File: src/rtl/chg_pkg.sv
package chg_pkg;

  typedef enum logic [2:0] {
    ST_IDLE = 3'd0,
    ST_TRKL = 3'd1,
    ST_FULL = 3'd2,
    ST_CV   = 3'd3,
    ST_BAD  = 3'd4,
    ST_DONE = 3'd5
  } chg_state_e;

  typedef enum logic [1:0] {
    MODE_OFF  = 2'd0,
    MODE_C10  = 2'd1,
    MODE_FULL = 2'd2,
    MODE_CV   = 2'd3
  } chg_mode_e;

  function automatic logic is_charging(chg_state_e s);
    return (s == ST_TRKL) || (s == ST_FULL) || (s == ST_CV);
  endfunction

  function automatic logic is_timed(chg_state_e s);
    return (s == ST_TRKL) || (s == ST_CV);
  endfunction

endpackage

File: src/rtl/chg_prescaler.sv
module chg_prescaler #(
  parameter int unsigned DIV = 60
) (
  input  logic clk,
  input  logic rst_n,
  input  logic tick_i,
  output logic unit_o
);
  localparam int unsigned PW = (DIV > 1) ? $clog2(DIV) : 1;

  generate
    if (DIV <= 1) begin : g_pass
      assign unit_o = tick_i;
    end else begin : g_div
      logic [PW-1:0] pre_q;
      logic          wrap;
      assign wrap   = (pre_q == PW'(DIV - 1));
      assign unit_o = tick_i & wrap;
      always_ff @(posedge clk or negedge rst_n) begin
        if (!rst_n) begin
          pre_q <= '0;
        end else if (tick_i) begin
          pre_q <= wrap ? '0 : pre_q + 1'b1;
        end
      end
    end
  endgenerate
endmodule

File: src/rtl/chg_event_timer.sv
module chg_event_timer #(
  parameter int unsigned MAXV = 240
) (
  input  logic                       clk,
  input  logic                       rst_n,
  input  logic                       clr_i,
  input  logic                       run_i,
  input  logic                       unit_i,
  output logic [$clog2(MAXV+1)-1:0]  cnt_o
);
  localparam int unsigned CW = $clog2(MAXV + 1);
  logic [CW-1:0] cnt_q;

  always_ff @(posedge clk or negedge rst_n) begin
    if (!rst_n) begin
      cnt_q <= '0;
    end else if (clr_i) begin
      cnt_q <= '0;
    end else if (run_i && unit_i && (cnt_q != CW'(MAXV))) begin
      cnt_q <= cnt_q + 1'b1;
    end
  end

  assign cnt_o = cnt_q;
endmodule

File: src/rtl/chg_fsm.sv
module chg_fsm
  import chg_pkg::*;
(
  input  logic       clk,
  input  logic       rst_n,
  input  logic       en_i,
  input  logic       restart_i,
  input  logic       bat_ok_i,
  input  logic       bat_float_i,
  input  logic       bat_rechg_i,
  input  logic       ibat_low_i,
  input  logic       ntc_ok_i,
  input  logic       ntc_gnd_i,
  input  logic       bad_hit_i,
  input  logic       total_hit_i,
  output chg_state_e state_o,
  output logic       pause_o,
  output logic       change_o,
  output logic       c10_seen_o
);
  chg_state_e state_q, state_d, pick;
  logic       c10_q, c10_d, pause;

  assign pause = is_charging(state_q) & ~ntc_gnd_i & ~ntc_ok_i;

  always_comb begin
    if (!bat_ok_i)        pick = ST_TRKL;
    else if (bat_float_i) pick = ST_CV;
    else                  pick = ST_FULL;
  end

  always_comb begin
    state_d = state_q;
    if (!en_i || restart_i) begin
      state_d = ST_IDLE;
    end else begin
      unique case (state_q)
        ST_IDLE: state_d = pick;
        ST_TRKL: begin
          if (!pause) begin
            if (bat_ok_i)       state_d = ST_FULL;
            else if (bad_hit_i) state_d = ST_BAD;
          end
        end
        ST_FULL: begin
          if (!pause) begin
            if (!bat_ok_i)        state_d = ST_TRKL;
            else if (bat_float_i) state_d = ST_CV;
          end
        end
        ST_CV: begin
          if (!pause && total_hit_i) state_d = ST_DONE;
        end
        ST_BAD:  state_d = ST_BAD;
        ST_DONE: begin
          if (bat_rechg_i) state_d = ST_IDLE;
        end
        default: state_d = ST_IDLE;
      endcase
    end
  end

  always_comb begin
    if (state_d != state_q)                  c10_d = 1'b0;
    else if (state_q == ST_CV && ibat_low_i) c10_d = 1'b1;
    else                                     c10_d = c10_q;
  end

  always_ff @(posedge clk or negedge rst_n) begin
    if (!rst_n) begin
      state_q <= ST_IDLE;
      c10_q   <= 1'b0;
    end else begin
      state_q <= state_d;
      c10_q   <= c10_d;
    end
  end

  assign state_o    = state_q;
  assign pause_o    = pause;
  assign change_o   = (state_d != state_q);
  assign c10_seen_o = c10_q;
endmodule

File: src/rtl/chg_status.sv
module chg_status
  import chg_pkg::*;
(
  input  chg_state_e state_i,
  input  logic       pause_i,
  input  logic       c10_seen_i,
  output logic [1:0] mode_o,
  output logic       chg_low_o,
  output logic       ntc_fault_o,
  output logic       bad_cell_o,
  output logic       done_o
);
  chg_mode_e mode;

  always_comb begin
    mode = MODE_OFF;
    if (!pause_i) begin
      unique case (state_i)
        ST_TRKL: mode = MODE_C10;
        ST_FULL: mode = MODE_FULL;
        ST_CV:   mode = MODE_CV;
        default: mode = MODE_OFF;
      endcase
    end
  end

  assign mode_o      = mode;
  assign chg_low_o   = is_charging(state_i) & ~pause_i & ~c10_seen_i;
  assign ntc_fault_o = pause_i;
  assign bad_cell_o  = (state_i == ST_BAD);
  assign done_o      = (state_i == ST_DONE);
endmodule

File: src/rtl/chg_seq.sv
module chg_seq
  import chg_pkg::*;
#(
  parameter int unsigned PRESCALE    = 60,
  parameter int unsigned BAD_UNITS   = 30,
  parameter int unsigned TOTAL_UNITS = 240
) (
  input  logic       clk,
  input  logic       rst_n,
  input  logic       en_i,
  input  logic       restart_i,
  input  logic       tick_i,
  input  logic       bat_ok_i,
  input  logic       bat_float_i,
  input  logic       bat_rechg_i,
  input  logic       ibat_low_i,
  input  logic       ntc_ok_i,
  input  logic       ntc_gnd_i,
  output logic [1:0] mode_o,
  output logic       chg_low_o,
  output logic       ntc_fault_o,
  output logic       bad_cell_o,
  output logic       done_o
);
  localparam int unsigned MAXV = (BAD_UNITS > TOTAL_UNITS) ? BAD_UNITS : TOTAL_UNITS;
  localparam int unsigned CW   = $clog2(MAXV + 1);

  chg_state_e    state;
  logic          pause, change, c10_seen, unit;
  logic [CW-1:0] cnt;

  chg_prescaler #(.DIV(PRESCALE)) u_pre (
    .clk(clk), .rst_n(rst_n), .tick_i(tick_i), .unit_o(unit)
  );

  chg_event_timer #(.MAXV(MAXV)) u_tmr (
    .clk(clk), .rst_n(rst_n), .clr_i(change),
    .run_i(is_timed(state) & ~pause), .unit_i(unit), .cnt_o(cnt)
  );

  chg_fsm u_fsm (
    .clk(clk), .rst_n(rst_n), .en_i(en_i), .restart_i(restart_i),
    .bat_ok_i(bat_ok_i), .bat_float_i(bat_float_i), .bat_rechg_i(bat_rechg_i),
    .ibat_low_i(ibat_low_i), .ntc_ok_i(ntc_ok_i), .ntc_gnd_i(ntc_gnd_i),
    .bad_hit_i(cnt >= CW'(BAD_UNITS)), .total_hit_i(cnt >= CW'(TOTAL_UNITS)),
    .state_o(state), .pause_o(pause), .change_o(change), .c10_seen_o(c10_seen)
  );

  chg_status u_sts (
    .state_i(state), .pause_i(pause), .c10_seen_i(c10_seen),
    .mode_o(mode_o), .chg_low_o(chg_low_o), .ntc_fault_o(ntc_fault_o),
    .bad_cell_o(bad_cell_o), .done_o(done_o)
  );
endmodule

File: config.mk
export PLATFORM = sky130hd
export DESIGN_NAME = chg_seq
export DESIGN_NICKNAME = d
export VERILOG_FILES = /design/src/rtl/chg_pkg.sv /design/src/rtl/chg_prescaler.sv /design/src/rtl/chg_event_timer.sv /design/src/rtl/chg_fsm.sv /design/src/rtl/chg_status.sv /design/src/rtl/chg_seq.sv
export SDC_FILE = /design/constraint.sdc
export NUM_CORES = 1
export LEC_CHECK = 0
export BUFFER_PORTS_ARGS = -buffer_cell sky130_fd_sc_hd__buf_4
export CORE_MARGIN = 5
export CORE_UTILIZATION = 30
export CTS_CLUSTER_DIAMETER = 30
export DETAILED_ROUTE_END_ITERATION = 16
export GPL_TIMING_DRIVEN = 0
export PLACE_DENSITY = 0.47
export SYNTH_ARGS = -nofsm -noshare
export SYNTH_HDL_FRONTEND = slang
export SYNTH_HIERARCHICAL = 1
export SYNTH_SLANG_ARGS = --single-unit
File: constraint.sdc
create_clock -name clk -period 2.7 [get_ports clk]
set_input_delay 0.54 -clock clk [delete_from_list [all_inputs] [get_ports clk]]
set_output_delay 0.54 -clock clk [all_outputs]
set_load 0.02 [all_outputs]
==> results_dict.tcl <==
set metrics [dict create \
    io_pins 17 \
    place_inst 203 \
    worstPathCellList "clkbuf_1, inv_1, a211oi_2, buf_4, buf_4" \
    grt_setup_unrepaired "false" \
    port_buffers 16 \
    grt_usage 0.1093 \
    slew_headroom 0.5445 \
    htreeDepth 1 \
    final_max_slew_viol_count 0 \
    power_density_nw_per_um2 516.2 \
    wl_mm 2.840 \
    status "finished, final reports clean" \
    cts_sinks 18 \
    die-area_um2 5519 \
    synth_area_um2 1240 \
    cp_max_fo 9 \
    cts_buffers 3 \
    grt_util_met3 0.02838 \
    timing.fmax_ghz 0.4023 \
    clkLatencyLatePin_ns 0.25 \
    tightest_slew_ns 0.6780 \
    use_met1 0.1413 \
    cp-start-kind "flip-flop" \
    hpwl_mm 2.111 \
    netlist_instances 137 \
    cap_viol_max_count 0 \
    dr.pass1.iters 4 \
    critPathKind "reg -> out" \
    swShare 0.3087 \
    grt_pass1_vias 1011 \
    place.gp.congestion 0.8256 \
    root_buffer "clkbuf_8" \
    crit_arrival_ns 1.95 \
    p_switching_w 0.0002362 \
    initial_core_util 0.3100 \
    final_area_um2 1483 \
    synthArstFlopShare 1.000 \
    fin_skew_ns 0.003927 \
    drive_above_1_share 0.2357 \
    critPathMaxStageDelay_ns 0.46 \
    p_leak_nw 0.6291 \
    min_period_ns 2.486 \
    viasPerCell 5.304 \
    clk_pin_slew_worst_paths_ns 0.07 \
    drt_iter0_markers 83 \
    globalRoute.busiestLayer "met2" \
    detail-route-antenna-nets 0 \
    internal_power_w 0.0005291 \
    hp-class "in -> async" \
    crit_path_end_kind "output port" \
    cp_slowest_cell "a211oi_2" \
    synth_cell_type_count 50 \
    wl_per_cell_um 13.72 \
    drc 0 \
    overflow 0 \
    yosysWarnings 6 \
    cp_common_cell "buf_4" \
    setup_tns_ns 0 \
    diodes 0 \
    pre_cts_ws_ns 0.09319 \
    vias 1098 \
    grt_max_degree 19 \
    final.period_utilization 0.9206 \
    postPlaceCellArea_um2 1423 \
    cts_max_path_buffers 2 \
    use_met2 0.1870 \
    mostFrequentLayoutCells "buf_4, dfrtp_1, nor2_1" \
    postLayoutSetupSlackWorst_ns 0.2144 \
    synth_edf_count 0 \
    clock_power_share 0.294 \
    grt_pass1_wl_mm 4.761 \
    antenna_found_initial 0 \
    ys.flop_type "dfrtp_1" \
    hold_violations 0 \
    cts_setup_buffers 0 \
    p_comb_frac 0.237 \
    r2r_slack_ns 0.25 \
    finalSetupViolations 0 \
    syn-num-nets 151 \
    crit_family "buffers and inverters" \
    cts-resized-gates 1 \
    fin_cells 207 \
    die_h_um 74.29 \
    coreArea_um2 4000 \
    hold_buffers 0 \
    num_rows 23 \
    yosysSeqAreaShare 0.3633 \
    ys_ff_latch 18 \
    die_width_um 74.29 \
    critical_path_required_ns 2.16 \
    postSynthAreaPerCell_um2 9.051 \
    synthToLayoutAreaGrowth_pct 19.58 \
    cts_tree "yes" \
    power_frac_seq 0.469 \
    ir_worst_vdd_v 0.0001928 \
    critPathBufInv 4 \
    fin_hold_ws_ns 0.1462 \
    final_net_count 172 \
]
-- registers in the layout, summed over array words and instances, names as in the netlist --
signal             cells
u_fsm/c10_seen_o       1
u_tmr/cnt_o            8
u_pre/g_div.pre_q      6
u_fsm/state_o          3
-- cells in the mapped netlist (2+ instances only) --
cell type	n	area share
xor2_1	2	0.014
nand4_1	5	0.025
dfrtp_1	18	0.36
or3_1	4	0.020
nand2_1	10	0.030
mux2i_1	2	0.016
nor2b_1	2	0.010
inv_1	5	0.015
nand3_1	7	0.028
nor3b_1	4	0.024
o21ai_0	9	0.036
o2111ai_1	3	0.021
ha_1	3	0.030
clkbuf_1	2	0.0061
nand2b_1	4	0.020
nor2_1	11	0.033
mux2_2	2	0.018
and3_1	2	0.010
buf_4	2	0.012
o31ai_1	2	0.012
a21oi_1	9	0.036
-- area by class of cell --
class / count / area (µm²)
plain buffers: 6 / 38.79
multi-input cells: 108 / 737.0
clock buffers: 4 / 55.05
fillers: 405 / 2517
flip-flops and latches: 18 / 450.4
inverters: 5 / 18.77
repair buffers: 16 / 120.1
well taps: 50 / 62.56
-- final timing paths --
kind                                 startpoint                   end  depth (start not counted)
setup reg to reg               u_fsm/state_o[0]        u_tmr/cnt_o[4]                          7
hold / removal                            rst_n        u_tmr/cnt_o[2]                          1
max in group asynchronous                 rst_n      u_fsm/state_o[1]                          1
min in group clk           u_pre/g_div.pre_q[4]  u_pre/g_div.pre_q[4]                          1
setup / recovery               u_fsm/state_o[0]           ntc_fault_o                          5
hold reg to reg            u_pre/g_div.pre_q[4]  u_pre/g_div.pre_q[4]                          1
-- stage by stage --
step | total power (W) | utilization
after floorplan | 0.0004877 | -
after global placement | 0.0005427 | 0.3556
after detailed placement | 0.0005460 | 0.3556
after CTS | 0.0007818 | 0.3707
after global routing | 0.0008192 | 0.3707
final | 0.0007653 | 0.3707
-- kinds of logic after synthesis --
group / after synthesis / synth area share
and+or+nand+nor: 61 / 0.2866
AOI/OAI and AO/OA: 37 / 0.2180
DFF: 18 / 0.3633
buffers and inverters: 11 / 0.04641
muxes: 4 / 0.03431
xor gates and xnor gates: 3 / 0.02119
adders and majority gates: 3 / 0.03028
-- power groups by stage --
stage / logic [W] / registers (W) / clock network, W
2_1_floorplan: 0.000133 / 0.000354 / 0
3_3_place_gp: 0.000178 / 0.000364 / 0
3_5_place_dp: 0.000182 / 0.000364 / 0
4_1_cts: 0.000184 / 0.000359 / 0.000239
5_1_grt: 0.000203 / 0.000367 / 0.000249
6_report: 0.000182 / 0.000359 / 0.000225
-- routing by layer --
metal / up-vias / part of all wire
met5: - / 0
met3: 2 / 0.053
met1: 518 / 0.45
met4: 0 / 0.0046
met2: 24 / 0.49
li1: 554 / -
(Power assumes the default switching activity.)
